**src/rtl/dba_pkg.sv**
```systemverilog
// Shared types for the dual-bank write arbiter.
// Assumes a 3-bit opcode field; codes above 4 are undefined.
package dba_pkg;
    typedef enum logic [2:0] {
        OP_READ   = 3'd0,
        OP_PROG   = 3'd1,
        OP_ERASE  = 3'd2,
        OP_SUSP   = 3'd3,
        OP_RESUME = 3'd4
    } op_e;

    typedef enum logic [2:0] {
        ST_IDLE,
        ST_PROG,
        ST_ERASE,
        ST_PSUSP,
        ST_ESUSP,
        ST_ESUSP_PROG
    } arb_st_e;
endpackage

```
**src/rtl/dba_block_map.sv**
```systemverilog
// Maps a word address to a bank and a global block index.
// Assumes main blocks per bank and small blocks per main slot are powers of two,
// and that the mixed bank replaces one main slot with the small blocks.
module dba_block_map #(
    parameter int ADDR_W     = 23,
    parameter int BANK_BITS  = 4,
    parameter int MAIN_BITS  = 3,
    parameter int PARAM_BITS = 2,
    parameter int BLK_W      = 8
) (
    input  logic [ADDR_W-1:0]    addr,
    input  logic                 param_top,
    output logic [BANK_BITS-1:0] bank,
    output logic [BLK_W-1:0]     blk
);
    localparam int NBANK      = 1 << BANK_BITS;
    localparam int NMAIN      = 1 << MAIN_BITS;
    localparam int NPARAM     = 1 << PARAM_BITS;
    localparam int MAIN_LSB   = ADDR_W - BANK_BITS - MAIN_BITS;
    localparam int PARAM_LSB  = MAIN_LSB - PARAM_BITS;
    localparam int BOT_MAIN0  = NPARAM + NMAIN - 1;
    localparam int TOP_PARAM0 = NBANK * NMAIN - 1;

    logic [MAIN_BITS-1:0]  mb;
    logic [PARAM_BITS-1:0] pb;
    logic [BANK_BITS-1:0]  bank_m1;

    assign bank    = addr[ADDR_W-1 -: BANK_BITS];
    assign mb      = addr[MAIN_LSB +: MAIN_BITS];
    assign pb      = addr[PARAM_LSB +: PARAM_BITS];
    assign bank_m1 = bank - BANK_BITS'(1);

    // Block index for the selected placement of the mixed bank.
    always_comb begin
        if (param_top) begin
            if (bank == '1 && mb == '1)
                blk = BLK_W'(TOP_PARAM0) + BLK_W'(pb);
            else
                blk = BLK_W'({bank, mb});
        end else begin
            if (bank == '0)
                blk = (mb == '0) ? BLK_W'(pb) : BLK_W'(mb) + BLK_W'(NPARAM - 1);
            else
                blk = BLK_W'(BOT_MAIN0) + BLK_W'({bank_m1, mb});
        end
    end
endmodule

```
**src/rtl/dba_policy.sv**
```systemverilog
// Pure decision logic: grants or rejects one request for the current state.
// Assumes the caller never presents a request in a completion cycle.
module dba_policy
    import dba_pkg::*;
#(
    parameter int BANK_BITS = 4,
    parameter int BLK_W     = 8
) (
    input  arb_st_e              st,
    input  logic [2:0]           op,
    input  logic [BANK_BITS-1:0] req_bank,
    input  logic [BLK_W-1:0]     req_blk,
    input  logic [BANK_BITS-1:0] pri_bank,
    input  logic [BLK_W-1:0]     pri_blk,
    input  logic [BANK_BITS-1:0] nst_bank,
    output logic                 grant,
    output logic                 status,
    output arb_st_e              st_nxt
);
    logic hit_blk;
    assign hit_blk = (req_blk == pri_blk);

    // Permission table by state and opcode.
    always_comb begin
        grant  = 1'b0;
        status = 1'b0;
        st_nxt = st;
        case (st)
            ST_IDLE: begin
                if (op == OP_READ) begin
                    grant = 1'b1;
                end else if (op == OP_PROG) begin
                    grant = 1'b1; st_nxt = ST_PROG;
                end else if (op == OP_ERASE) begin
                    grant = 1'b1; st_nxt = ST_ERASE;
                end
            end
            ST_PROG, ST_ERASE: begin
                if (op == OP_READ) begin
                    grant  = 1'b1;
                    status = (req_bank == pri_bank);
                end else if (op == OP_SUSP) begin
                    grant  = 1'b1;
                    st_nxt = (st == ST_PROG) ? ST_PSUSP : ST_ESUSP;
                end
            end
            ST_PSUSP: begin
                if (op == OP_READ) begin
                    grant = !hit_blk;
                end else if (op == OP_RESUME) begin
                    grant = 1'b1; st_nxt = ST_PROG;
                end
            end
            ST_ESUSP: begin
                if (op == OP_READ) begin
                    grant = !hit_blk;
                end else if (op == OP_PROG && !hit_blk) begin
                    grant = 1'b1; st_nxt = ST_ESUSP_PROG;
                end else if (op == OP_RESUME) begin
                    grant = 1'b1; st_nxt = ST_ERASE;
                end
            end
            ST_ESUSP_PROG: begin
                if (op == OP_READ) begin
                    if (req_bank == nst_bank) begin
                        grant = 1'b1; status = 1'b1;
                    end else begin
                        grant = !hit_blk;
                    end
                end
            end
            default: ;
        endcase
    end
endmodule

```
**src/rtl/dual_bank_arbiter.sv**
```systemverilog
// Top: single-writer-bank arbiter with erase/program suspend nesting.
// Assumes pe_done pulses only refer to the operation currently running;
// requests are held off (req_ready low) in a completion cycle.
module dual_bank_arbiter
    import dba_pkg::*;
#(
    parameter int ADDR_W     = 23,
    parameter int BANK_BITS  = 4,
    parameter int MAIN_BITS  = 3,
    parameter int PARAM_BITS = 2,
    localparam int NBLK      = ((1 << BANK_BITS) - 1) * (1 << MAIN_BITS)
                               + (1 << MAIN_BITS) - 1 + (1 << PARAM_BITS),
    localparam int BLK_W     = $clog2(NBLK)
) (
    input  logic                 clk,
    input  logic                 rst_n,
    input  logic                 param_top,
    input  logic                 req_valid,
    output logic                 req_ready,
    input  logic [2:0]           req_op,
    input  logic [ADDR_W-1:0]    req_addr,
    input  logic                 pe_done,
    output logic                 rsp_valid,
    output logic                 rsp_grant,
    output logic                 rsp_reject,
    output logic                 rsp_status,
    output logic [BANK_BITS-1:0] rsp_bank,
    output logic [BLK_W-1:0]     rsp_block,
    output logic                 wr_busy,
    output logic [BANK_BITS-1:0] busy_bank,
    output logic [1:0]           susp_kind
);
    arb_st_e              st, st_nxt;
    logic [BANK_BITS-1:0] pri_bank, nst_bank, map_bank;
    logic [BLK_W-1:0]     pri_blk, map_blk;
    logic                 accept, grant, status;

    assign req_ready = !pe_done;
    assign accept    = req_valid && req_ready;

    dba_block_map #(
        .ADDR_W(ADDR_W), .BANK_BITS(BANK_BITS), .MAIN_BITS(MAIN_BITS),
        .PARAM_BITS(PARAM_BITS), .BLK_W(BLK_W)
    ) u_map (
        .addr(req_addr), .param_top(param_top), .bank(map_bank), .blk(map_blk)
    );

    dba_policy #(.BANK_BITS(BANK_BITS), .BLK_W(BLK_W)) u_pol (
        .st(st), .op(req_op), .req_bank(map_bank), .req_blk(map_blk),
        .pri_bank(pri_bank), .pri_blk(pri_blk), .nst_bank(nst_bank),
        .grant(grant), .status(status), .st_nxt(st_nxt)
    );

    // Operation state: completions first, then granted requests.
    always_ff @(posedge clk) begin
        if (!rst_n) begin
            st       <= ST_IDLE;
            pri_bank <= '0;
            pri_blk  <= '0;
            nst_bank <= '0;
        end else if (pe_done) begin
            if (st == ST_PROG || st == ST_ERASE) st <= ST_IDLE;
            else if (st == ST_ESUSP_PROG)        st <= ST_ESUSP;
        end else if (accept && grant) begin
            st <= st_nxt;
            if (st == ST_IDLE && st_nxt != ST_IDLE) begin
                pri_bank <= map_bank;
                pri_blk  <= map_blk;
            end
            if (st == ST_ESUSP && st_nxt == ST_ESUSP_PROG) nst_bank <= map_bank;
        end
    end

    // One-cycle response to each taken request.
    always_ff @(posedge clk) begin
        if (!rst_n) begin
            rsp_valid  <= 1'b0;
            rsp_grant  <= 1'b0;
            rsp_reject <= 1'b0;
            rsp_status <= 1'b0;
            rsp_bank   <= '0;
            rsp_block  <= '0;
        end else begin
            rsp_valid  <= accept;
            rsp_grant  <= accept && grant;
            rsp_reject <= accept && !grant;
            rsp_status <= accept && grant && status;
            if (accept) begin
                rsp_bank  <= map_bank;
                rsp_block <= map_blk;
            end
        end
    end

    // Status outputs decoded from the state.
    always_comb begin
        wr_busy   = (st == ST_PROG) || (st == ST_ERASE) || (st == ST_ESUSP_PROG);
        busy_bank = (st == ST_ESUSP_PROG) ? nst_bank :
                    (st == ST_PROG || st == ST_ERASE) ? pri_bank : '0;
        susp_kind = (st == ST_PSUSP) ? 2'b01 :
                    (st == ST_ESUSP || st == ST_ESUSP_PROG) ? 2'b10 : 2'b00;
    end
endmodule

```
**config.mk**
```make
export PLATFORM = sky130hd
export DESIGN_NAME = dual_bank_arbiter
export DESIGN_NICKNAME = d
export VERILOG_FILES = /design/src/rtl/dba_pkg.sv /design/src/rtl/dba_block_map.sv /design/src/rtl/dba_policy.sv /design/src/rtl/dual_bank_arbiter.sv
export SDC_FILE = /design/constraint.sdc
export NUM_CORES = 1
export LEC_CHECK = 0
export BUFFER_PORTS_ARGS = -buffer_cell sky130_fd_sc_hd__buf_2
export CAP_MARGIN = 10
export CORE_UTILIZATION = 40
export DETAILED_ROUTE_END_ITERATION = 7
export GPL_ROUTABILITY_DRIVEN = 0
export PLACE_DENSITY = 0.72
export SLEW_MARGIN = 20
export SYNTH_ARGS = -nofsm -noshare
export SYNTH_HDL_FRONTEND = slang
export SYNTH_SLANG_ARGS = --single-unit
```
**constraint.sdc**
```tcl
create_clock -name clk -period 7.05 [get_ports clk]
set_clock_uncertainty 0.2 [all_clocks]
set_input_delay 1.41 -clock clk [delete_from_list [all_inputs] [get_ports clk]]
set_output_delay 1.41 -clock clk [all_outputs]
set_load 0.02 [all_outputs]
```
==> results.py, run 1 <==
metrics = {
    "outcome": {
        "status": "finished, violations left",
        "violations": "design-rule violations",
    },
    "timing": {
        "fin_setup_tns_ps": 0,
        "worst_pin_slew_ps": 805,
        "hold_violations": 0,
        "final_period_minus_worst_setup_slack_ps": 4420,
        "timing.final.crit_share_pct": 62.7,
        "slew_headroom_pct": 45.0,
        "fmax_mhz": 226,
        "rsz0062_at_grt": "false",
        "setup_violations": 0,
        "drv_slew": 0,
    },
    "placed_design": {
        "port-buffer-count": 40,
        "place_area_um2": 2910,
        "place_hpwl_mm": 4.85,
    },
    "synthesis": {
        "postSynthAreaPerCell_um2": 7.85,
        "ys_ff_latch": 35,
        "synth_compound_area_share_pct": 24.2,
        "yosysUniqueCellTypes": 68,
        "synthesis.nets": 383,
        "synthAdderAreaFrac_pct": 3.23,
        "synth.top_cell.area_share_pct": 25.9,
        "syn_inst": 345,
        "synth_mux_area_share_pct": 6.70,
        "synth_edf_count": 0,
        "synth_xor_area_share_pct": 4.20,
        "syn_area_um2": 2710,
        "synth_top_family_by_area": "simple AND/OR/NAND/NOR gates",
        "synth.area.top_cells": "dfxtp_1 26%, mux2i_1 6.3%, nand2_1 5.0%",
        "yosys.area_share.simple_pct": 29.6,
        "yosys.area.top_type": "dfxtp_1",
        "ys_async_sr_fraction_pct": 0,
        "synth_flop_cell": "dfxtp_1",
        "synth_warnings": 0,
        "ys_seq_area_share_pct": 25.9,
    },
    "clocking": {
        "clk_latency_ps": 290,
        "cts_root_buf": "clkbuf_8",
        "clock_path_buffers": 2,
        "cts_tree": "done",
        "cts_buffers": 5,
        "cts.reportedPaths.clkPinSlew_ps": 70,
        "clkSinkCount": 35,
        "postCtsSetupBuffers": 0,
        "cts_hold_buf": 0,
        "htree_levels": 2,
        "ctsResizeCount": 0,
    },
    "worst_setup_path": {
        "crit_arrival_ps": 4400,
        "r2r_start": "st[2]",
        "reg2reg_to": "pri_blk[0]",
        "cp.required_ps": 7030,
        "slowest_delay_ps": 670,
        "rr_worst_depth": 8,
        "start_kind": "input pin",
        "ff2ff_setup_slack_ps": 4360,
        "path_cells": "buf_2 > inv_1 > ha_1 > nor3b_4 > a2111oi_0 > o21ai_0 > a32o_1 > nor4b_4 > nand4_2 > a2111oi_2",
        "startpoint": "req_addr[19]",
        "slowest_stage": "a2111oi_0",
        "crit_path_max_fanout": 12,
        "endpoint": "rsp_reject",
        "worstSetupPathType": "in2reg",
        "crit_path_end_kind": "flop",
    },
    "global_route": {
        "grt_max_degree": 35,
        "grt_pass1_wl_mm": 11.4,
        "grt_use_total_pct": 19.7,
        "first_global_vias": 2422,
        "overflow": 0,
        "antenna_found_initial": 0,
    },
    "min_path": {
        "min_path_type": "reg2reg",
    },
    "detailed_routing": {
        "drt_pass1_iterations": 6,
        "drt_iter0_markers": 100,
        "post_drt_via_cell_ratio": 5.79,
        "wl_mm": 6.73,
        "drc": 6,
        "ant_nets": 0,
        "wire_per_inst_um": 15.1,
        "routed-via-count": 2582,
    },
    "final_layout": {
        "drive_gt1_share_pct": 17.6,
        "diodes": 0,
        "areaGrowthSynthToFinish_pct": 11.7,
        "n_fill_cell": 646,
        "design_area_um2": 3030,
        "final_common_cell": "buf_2",
        "finalNetCount": 406,
        "layout_common_cells": "40 x buf_2, 36 x nand2_1, 35 x dfxtp_1, 28 x nor2_1",
    },
    "floorplan": {
        "die_w_um": 84.3,
        "pin_count": 55,
        "die_h_um": 84.3,
        "core_um2": 6460,
        "core.rowCount": 29,
        "die_area_um2": 7100,
        "initial_utilization_pct": 41.9,
    },
    "power_and_ir_drop": {
        "vdd_drop_max_mv": 0.0949,
        "leakage_uw": 0.00128,
        "power.density_nw_per_um2": 165,
    },
    "flow_run": {
        "max_cap_viol_count": 0,
    },
}
area by class of cell:
cell class / instances / area [um2] / share of cell area, %
clock buffers: 6 / 82.6 / 2.73
inverters: 15 / 56.3 / 1.86
multi-input cells: 269 / 1840 / 60.8
repair buffers: 42 / 215 / 7.11
clock inverters: 2 / 35.0 / 1.16
well taps: 77 / 96.3 / 3.18
flip-flops and latches: 35 / 701 / 23.2
kinds of logic (layout without fill, tap and decap cells):
group	after synthesis	in the layout
flip-flops	35	35
AO/OA/AOI/OAI	86	86
buffers and inverters	41	65
multiplexers	18	18
AND/OR/NAND/NOR	145	145
adder cells (fa/ha/maj)	7	7
XOR/XNOR	13	13
layer usage:
metal | wire length [um] | share of wire [%] | vias up | track usage [%]
li1 | - | - | 1287 | -
met5 | 0 | 0 | - | 0
met4 | 122 | 1.8 | 0 | 7.05
met3 | 337 | 5.0 | 10 | 3.64
met2 | 3240 | 48 | 67 | 34.4
met1 | 3030 | 45 | 1218 | 24.3
flip-flops by register name, summed over array words and instances (netlist names):
register,cells
pri_blk,8
rsp_reject,1
rsp_status,1
rsp_grant,1
rsp_valid,1
st,3
pri_bank,4
rsp_bank,4
rsp_block,8
nst_bank,4
worst min path at each step:
stage                     slack [ps]         from          end  cells after the start
after floorplan                  260  nst_bank[3]  nst_bank[3]                      2
after global placement           250  rsp_bank[2]  rsp_bank[2]                      2
after detailed placement         260  rsp_bank[1]  rsp_bank[1]                      2
after CTS                        270  rsp_bank[2]  rsp_bank[2]                      2
after global routing             300  rsp_bank[2]  rsp_bank[2]                      2
final                            270  rsp_bank[2]  rsp_bank[2]                      2
synth_stat cells, drive strengths merged (6+ instances only):
| cell type | count |
|---|---|
| nor2 | 28 |
| clkbuf | 17 |
| inv | 15 |
| mux2i | 17 |
| dfxtp | 35 |
| o21ai | 15 |
| xnor2 | 8 |
| nand2b | 10 |
| ha | 7 |
| nand2 | 36 |
| a21oi | 8 |
| nand3 | 10 |
| nor3b | 6 |
| nor3 | 9 |
| buf | 9 |
| nor2b | 17 |
| a21boi | 8 |
per-stage QoR:
step / hold slack, ps / util (%) / std cells / power (uW) / worst slack [ps]
2_1_floorplan: 260 / - / 345 / 291 / 2880
3_3_place_gp: 254 / 45.0 / 438 / 315 / 2360
3_5_place_dp: 263 / 45.0 / 438 / 318 / 2340
4_1_cts: 274 / 46.9 / 446 / 506 / 2600
5_1_grt: 297 / 46.9 / 446 / 526 / 2380
6_report: 267 / 46.9 / 446 / 501 / 2630
power by group:
group,switching (uW),internal (uW)
Clock,72.0,114
Combinational,66.3,39.3
Sequential,5.00,204
worst max-delay path: cells and delay by family:
family | cells | cell delay, ps
AO/OA/AOI/OAI | 4 | 1510
AND/OR/NAND/NOR | 3 | 770
buffers and inverters | 2 | 390
adder cells (fa/ha/maj) | 1 | 310
Power figures use the tool's default switching activity.
==> run 2: changes to the inputs <==
--- a/config.mk
+++ b/config.mk
@@ -10,7 +10,7 @@
 export CORE_UTILIZATION = 40
 export DETAILED_ROUTE_END_ITERATION = 7
 export GPL_ROUTABILITY_DRIVEN = 0
-export PLACE_DENSITY = 0.72
+export PLACE_DENSITY = 0.75
 export SLEW_MARGIN = 20
 export SYNTH_ARGS = -nofsm -noshare
 export SYNTH_HDL_FRONTEND = slang
==> constraint.sdc (replaced) <==
create_clock -name clk -period 3.79 [get_ports clk]
set_clock_uncertainty 0.2 [all_clocks]
set_input_delay 0.758 -clock clk [delete_from_list [all_inputs] [get_ports clk]]
set_output_delay 0.758 -clock clk [all_outputs]
set_load 0.02 [all_outputs]
==> results.py, run 2 (synthesis gave the netlist of run 1 again) <==
metrics = {
    "timing": {
        "rsz0062_at_grt": "false",
        "slew_headroom_pct": 45.3,
        "fmax_mhz": 295,
        "drv_slew": 0,
        "final_period_minus_worst_setup_slack_ps": 3390,
        "setup_violations": 0,
        "holdWs_ps": 265,
        "fin_setup_tns_ps": 0,
        "hold_violations": 0,
        "worst_pin_slew_ps": 800,
        "timing.final.crit_share_pct": 89.3,
    },
    "global_route": {
        "grt_max_degree": 35,
        "grt_pass1_wl_mm": 11.0,
        "first_global_vias": 2342,
        "grt_use_total_pct": 19.0,
        "overflow": 0,
        "antenna_found_initial": 0,
    },
    "detailed_routing": {
        "drt_iter0_markers": 189,
        "ant_nets": 0,
        "drt_pass1_iterations": 6,
        "routed-via-count": 2580,
        "wl_mm": 6.55,
        "wire_per_inst_um": 14.5,
        "post_drt_via_cell_ratio": 5.70,
        "drc": 4,
    },
    "clocking": {
        "clock_path_buffers": 2,
        "cts_tree": "done",
        "cts_buffers": 5,
        "htree_levels": 2,
        "cts_hold_buf": 0,
        "cts_root_buf": "clkbuf_8",
        "clkSinkCount": 35,
        "clk_latency_ps": 290,
        "postCtsSetupBuffers": 0,
        "cts.reportedPaths.clkPinSlew_ps": 70,
        "ctsResizeCount": 0,
    },
    "worst_setup_path": {
        "rr_worst_depth": 8,
        "slowest_stage": "or3b_1",
        "crit_path_max_fanout": 9,
        "startpoint": "req_addr[19]",
        "crit_cells": 11,
        "worstSetupPathType": "in2reg",
        "slowest_delay_ps": 510,
        "cp.required_ps": 3750,
        "critPathTopFamily": "compound AO/OA/AOI/OAI gates",
        "crit_path_end_kind": "flop",
        "cp.buffers_inverters": 3,
        "path_cells": "buf_2 > inv_1 > ha_1 > or3b_1 > a2111oi_2 > a311oi_1 > a32o_1 > nor4b_4 > buf_4 > a31oi_2 > mux2i_1",
        "r2r_start": "st[2]",
        "start_kind": "input pin",
        "crit_arrival_ps": 3350,
    },
    "min_path": {
        "hold_path_depth": 2,
        "hold_start": "rsp_bank[2]",
        "min_path_type": "reg2reg",
    },
    "power_and_ir_drop": {
        "vdd_drop_max_mv": 0.222,
        "power.density_nw_per_um2": 281,
        "leakage_uw": 0.00130,
    },
    "final_layout": {
        "diodes": 0,
        "areaGrowthSynthToFinish_pct": 12.6,
        "utilization_pct": 47.2,
        "top_regs": "pri_blk: 8 flops, rsp_block: 8 flops",
        "layout_common_cells": "40 x buf_2, 36 x nand2_1, 35 x dfxtp_1, 28 x nor2_1",
        "finalNetCount": 413,
        "drive_gt1_share_pct": 19.1,
        "final_common_cell": "buf_2",
        "n_fill_cell": 630,
    },
    "placed_design": {
        "port-buffer-count": 40,
        "place_hpwl_mm": 4.92,
    },
    "floorplan": {
        "core.rowCount": 29,
        "initial_utilization_pct": 41.9,
        "core_um2": 6460,
        "pin_count": 55,
        "die_w_um": 84.3,
        "die_h_um": 84.3,
        "die_area_um2": 7100,
    },
    "outcome": {
        "violations": "design-rule violations",
        "status": "finished, violations left",
    },
    "flow_run": {
        "max_cap_viol_count": 0,
    },
}
## run 2: changes by cell type in the layout (fill, tap and decap cells not counted)
cell	before	now
clkinvlp_4	0	2
bufinv_16	1	0
buf_4	2	9
clkbuf_8	6	5
## run 2: tightest hold or removal path, stage by stage (launching register included)
cell,delay [ps]
dfxtp_1,310
nand2_1,40
a21boi_0,60
## run 2: final timing paths
check / end / slack (ps)
worst max register to register: pri_bank[1] / 890
worst max-delay path: nst_bank[1] / 400
worst min-delay path: rsp_bank[2] / 260
worst min register to register: rsp_bank[2] / 260
## run 2: final cells by class
| type | instances | area, um2 | share of cell area, % |
|---|---|---|---|
| inverters | 15 | 56.3 | 1.85 |
| well taps | 77 | 96.3 | 3.16 |
| multi-input cells | 269 | 1840 | 60.3 |
| repair buffers | 49 | 268 | 8.78 |
| clock inverters | 3 | 20.0 | 0.656 |
| flip-flops and latches | 35 | 701 | 23.0 |
| clock buffers | 5 | 68.8 | 2.26 |
## run 2: report_power, final
| group | switching, uW | total, uW | internal, uW | leakage [uW] |
|---|---|---|---|---|
| clock network | 139 | 267 | 128 | 0.0000402 |
| registers | 9.29 | 388 | 379 | 0.000284 |
| logic | 124 | 203 | 78.4 | 0.000971 |
## run 2: through the flow
stage / power [uW] / area [um2] / setup WS (ps) / cells
after floorplan: 542 / 2710 / 268 / 345
after global placement: 593 / 2960 / 138 / 445
after detailed placement: 597 / 2960 / 106 / 445
after CTS: 864 / 3050 / 394 / 453
after global routing: 901 / 3050 / 219 / 453
final: 858 / 3050 / 404 / 453
## run 2: per-layer routing
| metal | global-route usage (%) | share of wire, % |
|---|---|---|
| met5 | 0 | 0 |
| met4 | 6.11 | 1.4 |
| met3 | 3.05 | 5.1 |
| met2 | 32.4 | 47 |
| met1 | 24.6 | 46 |
